File: src/rtl/ser_ctl_pkg.sv
package ser_ctl_pkg;
   localparam int unsigned GAIN_W = 2;

   typedef enum logic [GAIN_W-1:0] {
      GAIN_0DB   = 2'b00,
      GAIN_6DB   = 2'b01,
      GAIN_9P5DB = 2'b10,
      GAIN_12DB  = 2'b11
   } gain_e;

   typedef enum logic [1:0] {
      ST_IDLE  = 2'b00,
      ST_SHIFT = 2'b01,
      ST_TRAIL = 2'b10
   } rx_state_e;
endpackage

File: src/rtl/sctl_sync.sv
module sctl_sync #(
   parameter int unsigned W       = 1,
   parameter int unsigned STAGES  = 2,
   parameter logic [W-1:0] RST_VAL = '0
) (
   input  logic         clk,
   input  logic         rst_n,
   input  logic [W-1:0] d_i,
   output logic [W-1:0] q_o
);
   logic [W-1:0] chain [STAGES];

   if (STAGES < 2) begin : g_bad_stages
      $error("sctl_sync: STAGES must be at least 2");
   end

   for (genvar s = 0; s < STAGES; s++) begin : g_stage
      if (s == 0) begin : g_first
         always_ff @(posedge clk or negedge rst_n) begin
            if (!rst_n) chain[s] <= RST_VAL;
            else        chain[s] <= d_i;
         end
      end else begin : g_next
         always_ff @(posedge clk or negedge rst_n) begin
            if (!rst_n) chain[s] <= RST_VAL;
            else        chain[s] <= chain[s-1];
         end
      end
   end

   assign q_o = chain[STAGES-1];
endmodule

File: src/rtl/sctl_frame.sv
module sctl_frame
   import ser_ctl_pkg::*;
#(
   parameter int unsigned WORD_W  = 16,
   parameter int unsigned TRAIL_N = 4
) (
   input  logic              clk,
   input  logic              rst_n,
   input  logic              data_i,
   input  logic              strobe_i,
   input  logic              frame_n_i,
   output logic [WORD_W-1:0] word_o,
   output logic              commit_stb_o
);
   localparam int unsigned CNT_W = $clog2(WORD_W + 2);
   localparam int unsigned TRL_W = $clog2(TRAIL_N + 1);
   localparam logic [CNT_W-1:0] CNT_FULL = CNT_W'(WORD_W);
   localparam logic [CNT_W-1:0] CNT_SAT  = CNT_W'(WORD_W + 1);
   localparam logic [TRL_W-1:0] TRL_LAST = TRL_W'(TRAIL_N - 1);

   if (WORD_W < 2) begin : g_bad_word
      $error("sctl_frame: WORD_W must be at least 2");
   end
   if (TRAIL_N < 1) begin : g_bad_trail
      $error("sctl_frame: TRAIL_N must be at least 1");
   end

   logic              str_q, frm_q;
   logic              str_rise, frm_fall, frm_rise;
   rx_state_e         st_q, st_d;
   logic [CNT_W-1:0]  cnt_q, cnt_d;
   logic [TRL_W-1:0]  trl_q, trl_d;
   logic [WORD_W-1:0] sh_q, sh_d;
   logic              commit;

   always_ff @(posedge clk or negedge rst_n) begin
      if (!rst_n) begin
         str_q <= 1'b0;
         frm_q <= 1'b1;
      end else begin
         str_q <= strobe_i;
         frm_q <= frame_n_i;
      end
   end

   assign str_rise = strobe_i & ~str_q;
   assign frm_fall = ~frame_n_i & frm_q;
   assign frm_rise = frame_n_i & ~frm_q;

   always_comb begin
      st_d   = st_q;
      cnt_d  = cnt_q;
      trl_d  = trl_q;
      sh_d   = sh_q;
      commit = 1'b0;
      unique case (st_q)
         ST_IDLE: begin
            if (frm_fall && !strobe_i) begin
               st_d  = ST_SHIFT;
               cnt_d = '0;
            end
         end
         ST_SHIFT: begin
            if (frm_rise) begin
               if (cnt_q == CNT_FULL) begin
                  st_d  = ST_TRAIL;
                  trl_d = '0;
               end else begin
                  st_d = ST_IDLE;
               end
            end else if (str_rise) begin
               sh_d = {sh_q[WORD_W-2:0], data_i};
               if (cnt_q != CNT_SAT) cnt_d = cnt_q + 1'b1;
            end
         end
         ST_TRAIL: begin
            if (frm_fall) begin
               cnt_d = '0;
               st_d  = strobe_i ? ST_IDLE : ST_SHIFT;
            end else if (str_rise) begin
               if (trl_q == TRL_LAST) begin
                  commit = 1'b1;
                  st_d   = ST_IDLE;
               end else begin
                  trl_d = trl_q + 1'b1;
               end
            end
         end
         default: st_d = ST_IDLE;
      endcase
   end

   always_ff @(posedge clk or negedge rst_n) begin
      if (!rst_n) begin
         st_q  <= ST_IDLE;
         cnt_q <= '0;
         trl_q <= '0;
         sh_q  <= '0;
      end else begin
         st_q  <= st_d;
         cnt_q <= cnt_d;
         trl_q <= trl_d;
         sh_q  <= sh_d;
      end
   end

   assign word_o       = sh_q;
   assign commit_stb_o = commit;

   AST_NO_OPEN_STROBE_HIGH: assert property (@(posedge clk) disable iff (!rst_n)
      (st_q == ST_IDLE && strobe_i) |=> (st_q != ST_SHIFT));
   AST_SHIFT_HOLDS: assert property (@(posedge clk) disable iff (!rst_n)
      (!str_rise) |=> $stable(sh_q));
   AST_BAD_COUNT_DROPPED: assert property (@(posedge clk) disable iff (!rst_n)
      (st_q == ST_SHIFT && frm_rise && cnt_q != CNT_FULL) |=> (st_q == ST_IDLE));
   AST_TRAIL_WAITS: assert property (@(posedge clk) disable iff (!rst_n)
      (st_q == ST_TRAIL && !str_rise && !frm_fall) |=> (st_q == ST_TRAIL && $stable(trl_q)));
   AST_CANCEL_PENDING: assert property (@(posedge clk) disable iff (!rst_n)
      (st_q == ST_TRAIL && frm_fall) |=> (st_q != ST_TRAIL));
endmodule

File: src/rtl/sctl_gain_field.sv
module sctl_gain_field
   import ser_ctl_pkg::*;
#(
   parameter int unsigned WORD_W = 16,
   parameter int unsigned LSB    = 0
) (
   input  logic [WORD_W-1:0] word_i,
   output gain_e             sel_o
);
   if (LSB + GAIN_W > WORD_W) begin : g_bad_lsb
      $error("sctl_gain_field: field does not fit in the word");
   end

   assign sel_o = gain_e'(word_i[LSB +: GAIN_W]);
endmodule

File: src/rtl/ser_ctl_reg.sv
module ser_ctl_reg
   import ser_ctl_pkg::*;
#(
   parameter int unsigned WORD_W      = 16,
   parameter int unsigned SYNC_STAGES = 2,
   parameter int unsigned TRAIL_N     = 4,
   parameter int unsigned ACO_LSB     = 0,
   parameter int unsigned NET_LSB     = 2
) (
   input  logic              clk,
   input  logic              rst_n,
   input  logic              ser_data_i,
   input  logic              ser_strobe_i,
   input  logic              ser_frame_n_i,
   output logic [WORD_W-1:0] ctrl_o,
   output logic [1:0]        aco_gain_o,
   output logic [1:0]        net_gain_o,
   output logic              commit_o
);
   localparam logic [2:0] SYNC_RST = 3'b100;

   if (GAIN_W != 2) begin : g_bad_gain
      $error("ser_ctl_reg: gain fields must be 2 bits wide");
   end
   if ((ACO_LSB < NET_LSB + GAIN_W) && (NET_LSB < ACO_LSB + GAIN_W)) begin : g_overlap
      $error("ser_ctl_reg: gain fields overlap");
   end

   logic [2:0]        raw_in, syn_in;
   logic [WORD_W-1:0] shift_word;
   logic              commit_stb;
   logic [WORD_W-1:0] ctrl_q;
   logic              commit_q;
   gain_e             aco_sel, net_sel;

   assign raw_in = {ser_frame_n_i, ser_strobe_i, ser_data_i};

   sctl_sync #(
      .W       (3),
      .STAGES  (SYNC_STAGES),
      .RST_VAL (SYNC_RST)
   ) u_sync (
      .clk   (clk),
      .rst_n (rst_n),
      .d_i   (raw_in),
      .q_o   (syn_in)
   );

   sctl_frame #(
      .WORD_W  (WORD_W),
      .TRAIL_N (TRAIL_N)
   ) u_frame (
      .clk          (clk),
      .rst_n        (rst_n),
      .data_i       (syn_in[0]),
      .strobe_i     (syn_in[1]),
      .frame_n_i    (syn_in[2]),
      .word_o       (shift_word),
      .commit_stb_o (commit_stb)
   );

   always_ff @(posedge clk or negedge rst_n) begin
      if (!rst_n) begin
         ctrl_q   <= '0;
         commit_q <= 1'b0;
      end else begin
         commit_q <= commit_stb;
         if (commit_stb) ctrl_q <= shift_word;
      end
   end

   sctl_gain_field #(.WORD_W(WORD_W), .LSB(ACO_LSB)) u_aco_field (
      .word_i (ctrl_q),
      .sel_o  (aco_sel)
   );

   sctl_gain_field #(.WORD_W(WORD_W), .LSB(NET_LSB)) u_net_field (
      .word_i (ctrl_q),
      .sel_o  (net_sel)
   );

   assign ctrl_o     = ctrl_q;
   assign commit_o   = commit_q;
   assign aco_gain_o = aco_sel;
   assign net_gain_o = net_sel;

   AST_COMMIT_ONE_CYCLE: assert property (@(posedge clk) disable iff (!rst_n)
      commit_o |=> !commit_o);
   AST_CTRL_HOLD: assert property (@(posedge clk) disable iff (!rst_n)
      (!commit_o) |-> $stable(ctrl_o));
endmodule

File: config.mk
export PLATFORM = sky130hd
export DESIGN_NAME = ser_ctl_reg
export DESIGN_NICKNAME = d
export VERILOG_FILES = /design/src/rtl/ser_ctl_pkg.sv /design/src/rtl/sctl_sync.sv /design/src/rtl/sctl_frame.sv /design/src/rtl/sctl_gain_field.sv /design/src/rtl/ser_ctl_reg.sv
export SDC_FILE = /design/constraint.sdc
export NUM_CORES = 1
export LEC_CHECK = 0
export BUFFER_PORTS_ARGS = -buffer_cell sky130_fd_sc_hd__buf_2
export CAP_MARGIN = 20
export CORE_MARGIN = 2
export CORE_UTILIZATION = 25
export CTS_CLUSTER_DIAMETER = 60
export DETAILED_ROUTE_END_ITERATION = 6
export PLACE_DENSITY = 0.39
export SETUP_SLACK_MARGIN = 0.3
export SYNTH_ARGS = -nofsm -noshare
export SYNTH_HDL_FRONTEND = slang
export SYNTH_SLANG_ARGS = --single-unit
File: constraint.sdc
create_clock -name clk -period 2.9 [get_ports clk]
set_clock_uncertainty 0.15 [all_clocks]
set_input_delay 0.29 -clock clk [delete_from_list [all_inputs] [get_ports clk]]
set_output_delay 0.29 -clock clk [all_outputs]
set_load 0.01 [all_outputs]
---- Yosys cells after proc, flatten, opt, wreduce, memory -nomap -nowiden ----
Cells that the tools add are included.
Widths: inputs -> output; s select.
storage, ports and cells
  bits in registers ....................... 51
  input port bits ......................... 5
  output and inout bits ................... 21
cells by class
  add/subtract/negate cells ............... 2
  eq/ne operators ......................... 17
  multiplexer cells ....................... 24
  bitwise logic cells ..................... 7
  reduce and logical (&&, ||, !) cells .... 9
operators by type and width
  operator             number
  $mux 5               5
  $mux 3               5
  $pmux 5 s3           1
  $ne 2x1->1 const B   7
  $mux 2               6
  $reduce_and 6->1     2
  $ne 2x2->1 const B   3
  $ne 3x1->1 const B   2
  $pmux 2 s3           1
  $pmux 3 s2           1
  $add 5x1->5 const B  1
  $eq 5x5->1 const B   1
  $mux 1               5
  $ne 5x5->1 const B   1
  $not 1->1            4
  $reduce_and 4->1     1
  $add 3x1->3 const B  1
  $and 1x1->1          3
  $eq 3x2->1 const B   1
  $reduce_and 3->1     1
  $reduce_bool 3->1    1
  $eq 2x1->1 const B   1
  $eq 2x2->1 const B   1
  $logic_not 2->1      1
  3 further kinds      3

---- Depth between registers and ports, before layout ----
  depth after elaboration ................. 5
  depth in mapped cells ................... 7
  depth with buffers taken out ............ 6

---- Cells and area by module ----
A second synthesis with hierarchy kept.
unflattened totals
  cell total of the unflattened synthesis .. 151
  area total of the unflattened synthesis .. 2264.7 um^2
modules (own cells, without submodules)
  module           instances  cells an instance  area each (um^2)
  sctl_frame       1          103                1385.1
  ser_ctl_reg      1          35                 674.4
  sctl_sync        1          9                  175.2
  sctl_gain_field  2          2                  15.0

---- Least setup slack after synthesis ----
Ideal clock, no wire load.
  path kind ............................... reg-to-reg
  from .................................... reg u_sync.chain (netlist bit u_sync.q_o[2])
  to ...................................... reg ctrl_q[10], in the netlist ctrl_o[10]
  library setup time ...................... 0.125 ns
  arrival ................................. 1.460 ns
  data required time ...................... 2.625 ns
  setup slack ............................. 1.166 ns
  cell stages (with the launch flop) ...... 6
  buffers on the path ..................... 1
  clock period less this slack ............ 1.734 ns
  cell sequence ........................... dfstp_2 > nand2b_1 > nand2_2 > nor2_4 > buf_6 > mux2_2
between the ends
  longest elaborated chain between the ends .. 4
ends and longest elaborated chain
  what                               line               source
  from (decl)                        sctl_sync.sv:11    logic [W-1:0] chain [STAGES];
  from (signal, indexed assignment)  sctl_sync.sv:26    else chain[s] <= chain[s-1];
  $not 1->1                          sctl_frame.sv:47   assign frm_fall = ~frame_n_i & frm_q;
  $and 1x1->1                        sctl_frame.sv:47
  $mux 1                             sctl_frame.sv:77   if (frm_fall) begin
  $mux 1                             sctl_frame.sv:56   unique case (st_q)
  named net commit_stb               ser_ctl_reg.sv:31  logic commit_stb;
  to (signal assigned)               ser_ctl_reg.sv:68  if (commit_stb) ctrl_q <= shift_word;
  to (decl)                          ser_ctl_reg.sv:32  logic [WORD_W-1:0] ctrl_q;
The timed path passes the listed nets, and every way through them passes these cells.
A chain may end at the register's enable or synchronous reset.

---- Final worst setup path ----
  from .................................... reg u_sync.chain (netlist bit u_sync.q_o[2])
  to ...................................... reg ctrl_q[3], in the netlist ctrl_o[3]
between the ends
  longest elaborated chain between the ends .. 4
ends and longest elaborated chain
  what         line
  $not 1->1    sctl_frame.sv:47
  $and 1x1->1  sctl_frame.sv:47
  $mux 1       sctl_frame.sv:77
  $mux 1       sctl_frame.sv:56
Every way passes these cells.

==> reports/qor.yml <==
status: "complete, no violations"
layout_setup_ws_ns: 0.9253
yosysWarnings: 0
worst_pin_slew_ns: 0.5483
std_cell_rows: 33
hp-class: "reg2reg"
layout_commonest_cell: "dfrtp_1"
dieHeight_um: 97.13
final_area_um2: 2486
fin_crit_sh: 0.6809
htreeDepth: 2
synth_edf_count: 0
worstPathRequired_ns: 2.94
reg2reg_to: "ctrl_o[3]"
boundaryPins: 26
drt-total-wl_um: 3790
place_area_um2: 2347
holdPathStages: 0
drtIter0Drc: 42
drtAntennaViolNets: 0
crit_fanout: 17
hp-start: "u_sync.chain[4]"
final_util: 0.2996
ys_ff_latch: 51
relSlewSlack: 0.6336
start_util: 0.2613
clk_pin_slew_ns: 0.09
fill_cells: 825
antenna_found_initial: 0
ys.flop_type: "dfrtp_1"
start_kind: "flop"
grt_max_degree: 22
grt_setup_unrepaired: "false"
synth_area_per_cell_um2: 14.46
reg2reg_setup_slack_ns: 0.93
layout.nets: 190
cts_tree: "built"
tns_ns: 0
ys_seq_area_frac: 0.5903
finalSetupViolations: 0
synthArstFlopShare: 1.000
clock_sinks: 51
fp.coreArea_um2: 8299
cts_root_buf: "clkbuf_8"
cts_buffers: 5
num_vias: 1221
cp-end-kind: "flop"
numPortBuffers: 25
power-per-cell-area_nw_per_um2: 538.6
grt_overflow: 0
clock_latency_ns: 0.30
finalHoldViolCount: 0
vias_per_cell: 4.269
cts_max_path_buffers: 2
vdd_drop_max_uv: 295.1
critPathKind: "reg2reg"
slew_violations: 0
grt_pass1_wl_um: 6596
antennaDiodeCount: 0
cap_violations: 0
syn_nets: 160
min_to: "u_sync.q_o[1]"
syn-instance-count: 150
grtUsageTotal: 0.08636
post_cts_resized: 0
fp.dieW_um: 97.13
p_leak_nw: 1.220
dp_hpwl_um: 2587
dieArea_um2: 9434
drc: 0
dp_slack_ns: 0.9196
drive_gt1_frac: 0.4199
arrival_ns: 2.01
dr.pass1.iters: 4
avgRoutedWirePerCell_um: 13.25
gp_congestion: 0.7444
final_cell_mix: "dfrtp_1 (48), mux2_2 (25), buf_2 (25)"
fmax_ghz: 0.5064
yosysUniqueCellTypes: 36
r2r_cells: 4
area_growth_pct: 14.66
syn_area_um2: 2168
grt_pass1_vias: 1285
finalCriticalPeriod_ns: 1.975
timing.rr.start: "u_sync.q_o[2]"
[stage by stage]
step	hold slack, ns	cells	power, mW
after floorplan	-0.1556	150	0.8770
after detailed placement	0.06019	274	0.9150
after global placement	0.05661	274	0.9094
after global routing	0.2202	286	1.419
after CTS	0.2125	286	1.361
final	0.2080	286	1.339
[cells in the mapped netlist (2+ instances only)]
master    number  share of area
buf_6          2          0.010
nand4_1        2         0.0058
dfstp_2        3          0.036
inv_1          6          0.010
nor2_1         3         0.0052
nand2_1        5         0.0087
buf_12         2          0.018
mux2_4         7          0.048
nand2b_1       4          0.012
dfrtp_1       48           0.55
mux2i_1        4          0.018
mux2_2        25           0.13
ha_1           5          0.029
buf_4          4          0.014
o21ai_0        4         0.0092
nand3_1        5          0.012
a21oi_1        2         0.0046
[metal layers]
| metal | wire length, µm | share of wire | global-route usage | vias to the layer above |
|---|---|---|---|---|
| met2 | 1828 | 0.48 | 0.1394 | 23 |
| met5 | 0 | 0 | 0 | - |
| met3 | 103 | 0.027 | 0.01942 | 0 |
| met1 | 1858 | 0.49 | 0.1139 | 620 |
| li1 | - | - | - | 578 |
| met4 | 0 | 0 | 0.03142 | 0 |
[power breakdown]
| part | switching, mW | internal, mW |
|---|---|---|
| combinational | 0.0560 | 0.0535 |
| sequential | 0.0355 | 0.756 |
| clock | 0.243 | 0.195 |
[flip-flops by register name, indices dropped and copies added, names as in the netlist]
register / flops
u_sync.chain: 3
u_frame.cnt_q: 5
u_frame.frm_q: 1
u_frame.word_o: 16
u_frame.trl_q: 3
ctrl_o: 16
u_frame.str_q: 1
commit_o: 1
u_sync.q_o: 3
u_frame.st_q: 2
[what timing repair did]
action                                  in CTS  in global routing
endpoints found under the hold margin       16                  0
setup buffers                                0                  0
endpoints found under the setup margin       0                  0
hold buffers                                 4                  0
[worst max path at each step]
stage	start	end	slack, ns	depth (start not counted)
after floorplan	u_sync.q_o[2]	ctrl_o[10]	1.17	5
after global placement	u_sync.q_o[2]	ctrl_o[5]	0.97	4
after detailed placement	u_sync.q_o[2]	ctrl_o[3]	0.92	4
after CTS	u_sync.q_o[2]	ctrl_o[3]	0.91	4
after global routing	u_sync.q_o[2]	ctrl_o[15]	0.83	4
final	u_sync.q_o[2]	ctrl_o[3]	0.93	4
[layout make-up]
type	instances	area (µm²)	share of cell area
clock inverter	2	16.27	0.006543
timing repair buffer	31	180.2	0.07247
tap	105	131.4	0.05284
multi-input combinational	85	773.2	0.3110
inverter	6	22.52	0.009059
sequential	51	1280	0.5148
clock buffer	6	82.58	0.03322
[critical path, stage by stage, from the launching register on]
cell and delay, ns:
dfstp_2 0.57, nand2b_1 0.20, nand2_2 0.09, nor2_4 0.46
mux2_2 0.40
[cells by family (layout without fill, tap and decap cells)]
kind of cell               after synthesis  in the layout  synth area share
adders and majority gates                5              5           0.02885
buffers and inverters                   14             45           0.05309
muxes                                   36             36            0.1968
and+or+nand+nor                         32             32           0.09406
AOI/OAI and AO/OA                       12             12           0.03694
DFF                                     51             51            0.5903
No activity file was read; power rests on OpenSTA's default activity.
